**config.mk**
```make
export PLATFORM = sky130hd
export DESIGN_NAME = vperm_imm_unit
export DESIGN_NICKNAME = d
export VERILOG_FILES = /design/src/rtl/vperm_pkg.sv /design/src/rtl/vperm_decode.sv /design/src/rtl/vperm_lane_pick.sv /design/src/rtl/vperm_datapath.sv /design/src/rtl/vperm_imm_unit.sv
export SDC_FILE = /design/constraint.sdc
export NUM_CORES = 1
export LEC_CHECK = 0
export BUFFER_PORTS_ARGS = -buffer_cell sky130_fd_sc_hd__buf_2
export CAP_MARGIN = 10
export CORE_AREA = 10 10 305 307
export CTS_CLUSTER_SIZE = 25
export DETAILED_ROUTE_END_ITERATION = 16
export DIE_AREA = 0 0 315 317
export HOLD_SLACK_MARGIN = 0.1
export PLACE_DENSITY = 0.77
export SYNTH_ARGS = -nofsm -noshare
export SYNTH_HDL_FRONTEND = slang
export SYNTH_HIERARCHICAL = 1
export SYNTH_SLANG_ARGS = --single-unit
export TNS_END_PERCENT = 1
```
**constraint.sdc**
```tcl
create_clock -name clk -period 3.4 [get_ports clk]
set_clock_uncertainty 0.15 [all_clocks]
set_input_delay 0.68 -clock clk [delete_from_list [all_inputs] [get_ports clk]]
set_output_delay 0.68 -clock clk [all_outputs]
set_load 0.02 [all_outputs]
```
**src/rtl/vperm_pkg.sv**
```systemverilog
package vperm_pkg;

    localparam int INSTR_W  = 32;
    localparam int VEC_W    = 256;
    localparam int HALF_W   = VEC_W / 2;
    localparam int WORD_W   = 32;
    localparam int DWORD_W  = 64;
    localparam int QWORD_W  = 128;
    localparam int OPC_W    = 14;
    localparam int IMM_W    = 8;
    localparam int IDX_W    = 5;

    localparam logic [OPC_W-1:0] OPC_W128 = 14'h1cf9;
    localparam logic [OPC_W-1:0] OPC_W256 = 14'h1df9;
    localparam logic [OPC_W-1:0] OPC_D256 = 14'h1dfa;
    localparam logic [OPC_W-1:0] OPC_Q256 = 14'h1dfb;

    typedef enum logic [2:0] {
        OP_NONE = 3'd0,
        OP_W128 = 3'd1,
        OP_W256 = 3'd2,
        OP_D256 = 3'd3,
        OP_Q256 = 3'd4
    } perm_op_e;

    typedef struct packed {
        perm_op_e             op;
        logic [IMM_W-1:0]     imm;
        logic [IDX_W-1:0]     src_idx;
        logic [IDX_W-1:0]     dst_idx;
    } perm_dec_t;

endpackage

```
**src/rtl/vperm_decode.sv**
```systemverilog
module vperm_decode
    import vperm_pkg::*;
(
    input  logic [INSTR_W-1:0] instr_i,
    output perm_dec_t          dec_o
);

    logic [OPC_W-1:0] opc;

    assign opc = instr_i[INSTR_W-1 -: OPC_W];

    always_comb begin
        dec_o.imm     = instr_i[17:10];
        dec_o.src_idx = instr_i[9:5];
        dec_o.dst_idx = instr_i[4:0];
        unique case (opc)
            OPC_W128: dec_o.op = OP_W128;
            OPC_W256: dec_o.op = OP_W256;
            OPC_D256: dec_o.op = OP_D256;
            OPC_Q256: dec_o.op = OP_Q256;
            default:  dec_o.op = OP_NONE;
        endcase
    end

endmodule

```
**src/rtl/vperm_lane_pick.sv**
```systemverilog
// Picks N_OUT lanes of LANE_W bits from a pool of POOL_N lanes. Lane k uses
// the 2-bit selector sel_i[2k+1:2k]; lanes at or above SPLIT add HI_BASE.
module vperm_lane_pick #(
    parameter int LANE_W  = 32,
    parameter int N_OUT   = 4,
    parameter int POOL_N  = 8,
    parameter int SPLIT   = 2,
    parameter int HI_BASE = 4
) (
    input  logic [POOL_N*LANE_W-1:0] pool_i,
    input  logic [2*N_OUT-1:0]       sel_i,
    output logic [N_OUT*LANE_W-1:0]  res_o
);

    localparam int PIDX_W = (POOL_N > 1) ? $clog2(POOL_N) : 1;

    for (genvar k = 0; k < N_OUT; k++) begin : g_lane
        localparam int BASE = (k >= SPLIT) ? HI_BASE : 0;
        logic [PIDX_W-1:0] idx;
        assign idx = PIDX_W'(int'(sel_i[2*k +: 2]) + BASE);
        assign res_o[k*LANE_W +: LANE_W] = pool_i[int'(idx)*LANE_W +: LANE_W];
    end

endmodule

```
**src/rtl/vperm_datapath.sv**
```systemverilog
module vperm_datapath
    import vperm_pkg::*;
(
    input  perm_dec_t         dec_i,
    input  logic [VEC_W-1:0]  src_i,
    input  logic [VEC_W-1:0]  dst_old_i,
    output logic [VEC_W-1:0]  result_o,
    output logic              valid_o
);

    localparam int HALVES   = VEC_W / HALF_W;
    localparam int WPH      = HALF_W / WORD_W;
    localparam int N_DWORD  = VEC_W / DWORD_W;
    localparam int N_QOUT   = VEC_W / QWORD_W;
    localparam int N_QPOOL  = 2 * N_QOUT;

    logic [VEC_W-1:0] word_res;
    logic [VEC_W-1:0] dword_res;
    logic [VEC_W-1:0] qword_res;
    logic [2*N_QOUT-1:0] qsel;

    // Word forms: each half selects from {old half, source half}.
    for (genvar h = 0; h < HALVES; h++) begin : g_half
        vperm_lane_pick #(
            .LANE_W (WORD_W),
            .N_OUT  (WPH),
            .POOL_N (2 * WPH),
            .SPLIT  (WPH / 2),
            .HI_BASE(WPH)
        ) u_words (
            .pool_i ({dst_old_i[h*HALF_W +: HALF_W], src_i[h*HALF_W +: HALF_W]}),
            .sel_i  (dec_i.imm),
            .res_o  (word_res[h*HALF_W +: HALF_W])
        );
    end

    // Doubleword form: every lane from the source.
    vperm_lane_pick #(
        .LANE_W (DWORD_W),
        .N_OUT  (N_DWORD),
        .POOL_N (N_DWORD),
        .SPLIT  (N_DWORD),
        .HI_BASE(0)
    ) u_dwords (
        .pool_i (src_i),
        .sel_i  (dec_i.imm),
        .res_o  (dword_res)
    );

    // Quadword form: selectors are imm[1:0] and imm[5:4].
    assign qsel = {dec_i.imm[5:4], dec_i.imm[1:0]};

    vperm_lane_pick #(
        .LANE_W (QWORD_W),
        .N_OUT  (N_QOUT),
        .POOL_N (N_QPOOL),
        .SPLIT  (N_QOUT),
        .HI_BASE(0)
    ) u_qwords (
        .pool_i ({dst_old_i, src_i}),
        .sel_i  (qsel),
        .res_o  (qword_res)
    );

    always_comb begin
        unique case (dec_i.op)
            OP_W128: begin
                result_o = {{(VEC_W-HALF_W){1'b0}}, word_res[HALF_W-1:0]};
                valid_o  = 1'b1;
            end
            OP_W256: begin
                result_o = word_res;
                valid_o  = 1'b1;
            end
            OP_D256: begin
                result_o = dword_res;
                valid_o  = 1'b1;
            end
            OP_Q256: begin
                result_o = qword_res;
                valid_o  = 1'b1;
            end
            default: begin
                result_o = dst_old_i;
                valid_o  = 1'b0;
            end
        endcase
    end

endmodule

```
**src/rtl/vperm_imm_unit.sv**
```systemverilog
module vperm_imm_unit
    import vperm_pkg::*;
(
    input  logic                clk,
    input  logic                rst_n,
    input  logic [31:0]         instr_i,
    input  logic [255:0]        src_i,
    input  logic [255:0]        dst_old_i,
    output logic [255:0]        result_o,
    output logic                valid_o,
    output logic [4:0]          src_idx_o,
    output logic [4:0]          dst_idx_o
);

    perm_dec_t          dec;
    logic [VEC_W-1:0]   res_d;
    logic               valid_d;

    vperm_decode u_decode (
        .instr_i (instr_i),
        .dec_o   (dec)
    );

    vperm_datapath u_datapath (
        .dec_i     (dec),
        .src_i     (src_i),
        .dst_old_i (dst_old_i),
        .result_o  (res_d),
        .valid_o   (valid_d)
    );

    always_ff @(posedge clk) begin
        if (!rst_n) begin
            result_o  <= '0;
            valid_o   <= 1'b0;
            src_idx_o <= '0;
            dst_idx_o <= '0;
        end else begin
            result_o  <= res_d;
            valid_o   <= valid_d;
            src_idx_o <= dec.src_idx;
            dst_idx_o <= dec.dst_idx;
        end
    end

endmodule

```
==> results of run 1 <==
final cells by class:
| type | instances | area share, % |
|---|---|---|
| multi-input combinational | 2588 | 66.49 |
| antenna | 64 | 0.3609 |
| clock buffer | 55 | 2.538 |
| clock inverter | 13 | 0.4709 |
| sequential | 267 | 12.05 |
| timing repair buffer | 1042 | 14.84 |
| tap | 1155 | 3.257 |
metal layers:
metal  up-vias  track usage (%)  wire length, um  part of all wire (%)
met5         -                0               95                 0.063
met4        14            16.80             9371                   6.2
met3       673            8.335            19920                    13
met2      3575            45.39            71000                    47
met1     17770            35.02            50710                    34
li1      14660                -                -                     -
stage by stage:
stage | cell area (um^2) | instances | hold WS [ps]
finish | 44370 | 5184 | 140.9
global route | 44330 | 5165 | 114.8
detailed placement | 42870 | 5051 | 741.8
CTS | 44210 | 5120 | 104.2
global placement | 42870 | 5051 | 739.9
floorplan | 38190 | 3269 | 735.8
cells by family after synthesis:
kind of cell | count (synthesis) | synth area share [%]
and+or+nand+nor | 921 | 11.77
muxes | 1153 | 56.54
AOI/OAI and AO/OA | 513 | 8.827
buffers and inverters | 414 | 8.847
xor gates and xnor gates | 1 | 0.02294
DFF | 267 | 14.00
layout by cell type, fill, tap and decap left out, drive strengths merged, types with 2 or more instances in the layout:
cell type / n
mux2: 256
dfxtp: 267
diode: 64
o22ai: 128
or2: 130
a21oi: 128
bufinv: 5
mux2i: 129
a31oi: 128
and2: 268
inv: 3
clkinv: 5
nor4: 2
nand2: 512
a32oi: 128
buf: 1040
nor2b: 2
clkbuf: 56
mux4: 768
cells in the mapped netlist:
cell type  number  share of area [%]
buf_4          40               0.79
clkbuf_2       27               0.35
mux2_2        256                7.5
buf_2         158                2.1
clkbuf_4        2              0.039
or3b_1          1              0.023
a32oi_1       128                2.9
mux2i_1       129                3.4
nor4_1          1              0.016
mux4_2        736                 43
nor2b_1         2              0.033
xnor2_1         1              0.023
buf_12         55                2.9
mux4_1         32                2.2
and2_1        268                4.4
o22ai_1       128                2.1
a21oi_1       128                1.7
and3_1          1              0.016
or2_2           1              0.016
o21a_1          1              0.020
nor4_2          1              0.033
nand4b_1        1              0.023
buf_6          60                1.8
or2_0          16               0.26
nand2_1       512                5.0
nor2_2          1              0.016
nand3b_1        1              0.020
a31oi_1       128                2.1
dfxtp_1       267                 14
nand4_1         1              0.016
nand2b_1        1              0.016
clkbuf_1       64               0.63
or2_1         113                1.9
buf_8           8               0.31
power groups by stage:
stage	clock network (mW)	registers [mW]	logic [mW]
2_1_floorplan	0	3.63	2.84
3_3_place_gp	0	3.43	4.39
3_5_place_dp	0	3.43	4.50
4_1_cts	4.56	3.37	4.52
5_1_grt	4.65	3.38	4.86
6_report	4.50	3.37	4.61
registers in the layout, indices dropped and copies added (netlist names):
name / count
dst_idx_o: 5
result_o: 256
src_idx_o: 5
valid_o: 1
worst min-delay path by stage:
stage | start | cells after the start | slack, ps | endpoint
finish | instr_i[5] | 2 | 140 | src_idx_o[0]$_SDFF_PN0_
global route | instr_i[5] | 2 | 110 | src_idx_o[0]$_SDFF_PN0_
CTS | instr_i[5] | 2 | 100 | src_idx_o[0]$_SDFF_PN0_
detailed placement | instr_i[5] | 2 | 740 | src_idx_o[0]$_SDFF_PN0_
global placement | instr_i[6] | 2 | 740 | src_idx_o[1]$_SDFF_PN0_
floorplan | instr_i[0] | 2 | 740 | dst_idx_o[0]$_SDFF_PN0_
what timing repair did:
action                                 CTS  global route
setup endpoints to repair                0             0
hold buffers                             1             0
endpoints found under the hold margin    1             0
worst max-delay path: stages:
cell     delay [ps]
buf_2           120
nor2b_1         150
mux2i_1         230
nor4_4           80
nor2_4          690
buf_4           640
nand2_1         120
a32oi_1         340
and2_1          180
==> metrics, run 1 <==
outcome finished, final reports clean; crit-path max FO 48; PostCTS Resize Cnt 0; maximum buffer depth of the clock tree 3; Mapped Nets 3815; RSZ-0062 raised after global routing no; WS Path Type input pin to flop; IO buf count 812; final hold violation count 0; static leakage 16.74 nW; CTS buffer count 39; final core utilization 51.23%; ratio of total power to cell area 281.0 nW/um^2; Synth Instances 3269; CTS tree built; Multi-input gate area 29500 um^2; Sw Share 33.04%; initial antenna violation count 59; crit path to result_o[254]$_SDFF_PN0_; final setup fails 0; final wirelength 151.1 mm; Seq pwr share 27.0%; starting density of the core 44.09%; Antenna Nets Post-Route 0; Seq. cell area 5345 um^2; synth unique cells 34; nature of the critical path startpoint input pin; Worst setup EP type flop; detailed placement HPWL 107.2 mm; Root Driver clkbuf_16; synth warn 6; Peak Freq 349.7 MHz; total number of vias 36690; Worst-path clk slew 60 ps; Die H 317 um; largest net degree at the start of global routing 129; all-layer global routing usage 28.80%; Internal Power 8.350 mW; fin. max-slew vios 0; Tmin final 2860 ps; crit path from instr_i[18]; data required time of the worst path 3790 ps; I/O pin count 813; layout cells sized above 1 53.01%; relative slew slack 41.43%; combinational share of power 36.9%; actual slew at the worst max-slew pin 876.5 ps; Wirelength per Cell 29.15 um; IR drop worst, VDD 346.3 uV; GP Congestion 0.9542; grt total ovfl 0; H-tree depth 2; Die W 315 um; FP Rows 108; post-CTS setup buffers 0; 1st-iter DRT viols 6105; clock network fraction of total power 36.1%; Hold Crit Class input pin to flop; setup_tns 0 ps; number of global-route vias before repair 36650; CTS sink cnt 267; Final nets 4484; fillers 7411; Power, Total 12.47 mW; worst slack at placement -42.03 ps; global-route wire length before repair 228.3 mm; Sw Pwr 4.120 mW; period utilisation layout 84.10%; Seq cells post-synth 267; synthesized area per cell 11.68 um^2; post-synthesis cell area 38190 um^2; Via-to-Cell Ratio 7.077; Initial DRT Pass Iterations 6; P&R area growth vs syn 16.20%; Final Worst Setup Slack 540.5 ps; Worst Path Arrival 3250 ps; Seq/Total Area, Yosys 14.00%; max_cap viols 0; core area 86620 um^2; die area 99860 um^2; DRC viols 0
Note: power is estimated with default switching activity, not from simulation.
==> inputs of run 2 (changes only) <==
==> constraint.sdc (replaced) <==
create_clock -name clk -period 2.9 [get_ports clk]
set_clock_uncertainty 0.15 [all_clocks]
set_input_delay 0.58 -clock clk [delete_from_list [all_inputs] [get_ports clk]]
set_output_delay 0.58 -clock clk [all_outputs]
set_load 0.02 [all_outputs]
==> run 2 against run 1 <==
Cell count rose by 2.7%. Highest routed layer unchanged. Largest power group is now clock. Critical path depth grew 2. Combinational power is 19% higher.
==> metrics, run 2 (same netlist as run 1, synthesis figures left out) <==
outcome finished, final reports clean; total number of vias 37940; max incr delay on CP 370 ps; Tmin final 2539 ps; Cell Area, Placed 44250 um^2; met1 Usage GRT 35.45%; commonest non-fill, non-tap cell in the layout buf_2; Worst-path clk slew 60 ps; crit path cell chain buf_2 -> nand4b_1 -> nor4_1 -> buf_4 -> o21a_4 -> buf_12 -> buf_12 -> mux2_2 -> o22ai_1 -> a31oi_1 -> and2_1; Initial DRT Pass Iterations 6; detailed placement HPWL 112.2 mm; Worst setup EP type flop; Hold-fix buffers, CTS 10; CTS sink cnt 267; Largest regs result_o x256, dst_idx_o x5, src_idx_o x5; all-layer global routing usage 29.41%; Multi-input gate area 29500 um^2; 1st-iter DRT viols 6478; P&R area growth vs syn 20.28%; relative slew slack 67.67%; CTS tree built; starting density of the core 44.09%; fillers 7248; Root Driver clkbuf_16; RSZ-0062 raised after global routing no; fin. max-slew vios 0; final setup fails 0; I/O pin count 813; Die W 315 um; global-route wire length before repair 232.8 mm; largest register by flop count result_o; number of global-route vias before repair 37840; FP Rows 108; GP Congestion 0.9653; grt total ovfl 0; Layout Cell Area excl Fill 45930 um^2; max_cap viols 0; ratio of total power to cell area 325.7 nW/um^2; slowest CP cell nor4_1; Worst Path Arrival 2890 ps; Seq. cell area 5345 um^2; most frequent cells in the layout buf_2 (803), mux4_2 (736), nand2_1 (512); CTS buffer count 41; Peak Freq 393.9 MHz; maximum buffer depth of the clock tree 3; cell count after placement 5184; hold_ws 272.7 ps; met2 Usage GRT 46.65%; final cell count without fillers 5326; layout cells sized above 1 54.58%; die area 99860 um^2; Crit path top cell by count buf_12; post-CTS setup buffers 0; Largest register FFs 256; gr busiest metal met2; Wirelength per Cell 29.20 um; nature of the critical path startpoint input pin; IO buf count 812; Final nets 4628; data required time of the worst path 3250 ps; Power, Total 14.96 mW; final hold violation count 0; largest net degree at the start of global routing 85; H-tree depth 2; IR drop worst, VDD 475.5 uV; period utilisation layout 87.54%; M3 GR Usage 8.543%; core area 86620 um^2; Die H 317 um; PostCTS Resize Cnt 0; crit-path max FO 25; Hold Crit Class input pin to flop; Via-to-Cell Ratio 7.124; final wirelength 155.5 mm; actual slew at the worst max-slew pin 485.0 ps; DRC viols 0; initial antenna violation count 55; WS Path Type input pin to flop; static leakage 17.61 nW; Antenna Nets Post-Route 0
==> run 2: path summary, 6_finish.rpt <==
path           from                      end  slack, ps  cells after the start
min   dst_old_i[17]  result_o[17]$_SDFF_PN0_        270                      4
max     instr_i[31]   result_o[5]$_SDFF_PN0_        360                     11
==> run 2: area by class of cell <==
class	count	area share, %
antenna	58	0.3160
clock buffer	52	2.547
timing repair buffer	1184	17.55
clock inverter	22	0.5639
sequential	267	11.64
multi-input combinational	2588	64.24
tap	1155	3.146
==> run 2: where the power goes <==
group / internal (mW) / leakage, nW / switching, mW
registers: 3.87 / 2.23 / 0.0862
clock network: 3.30 / 0.709 / 2.21
logic: 2.83 / 14.7 / 2.67
total: 10.0 / 17.6 / 4.96
==> run 2: worst max-delay path, delay by kind of cell <==
kind | cells | cell delay (ps)
buffers and inverters | 4 | 710
AND/OR/NAND/NOR | 3 | 700
AO/OA/AOI/OAI | 3 | 460
multiplexers | 1 | 370
==> run 2: routing by layer <==
layer | routed length [um] | vias to the layer above | share of wire (%)
met4 | 9715 | 14 | 6.2
li1 | - | 14970 | -
met2 | 73410 | 3959 | 47
met5 | 85 | - | 0.055
met3 | 20790 | 769 | 13
met1 | 51530 | 18230 | 33
==> run 2: through the flow <==
stage / util, % / TNS (ps) / setup slack, ps
global placement: 51.09 / -14990 / -192.9
floorplan: - / 0 / 288.0
finish: 53.02 / 0 / 361.3
global route: 52.99 / 0 / 322.8
CTS: 52.86 / 0 / 440.6
detailed placement: 51.09 / -18560 / -215.0
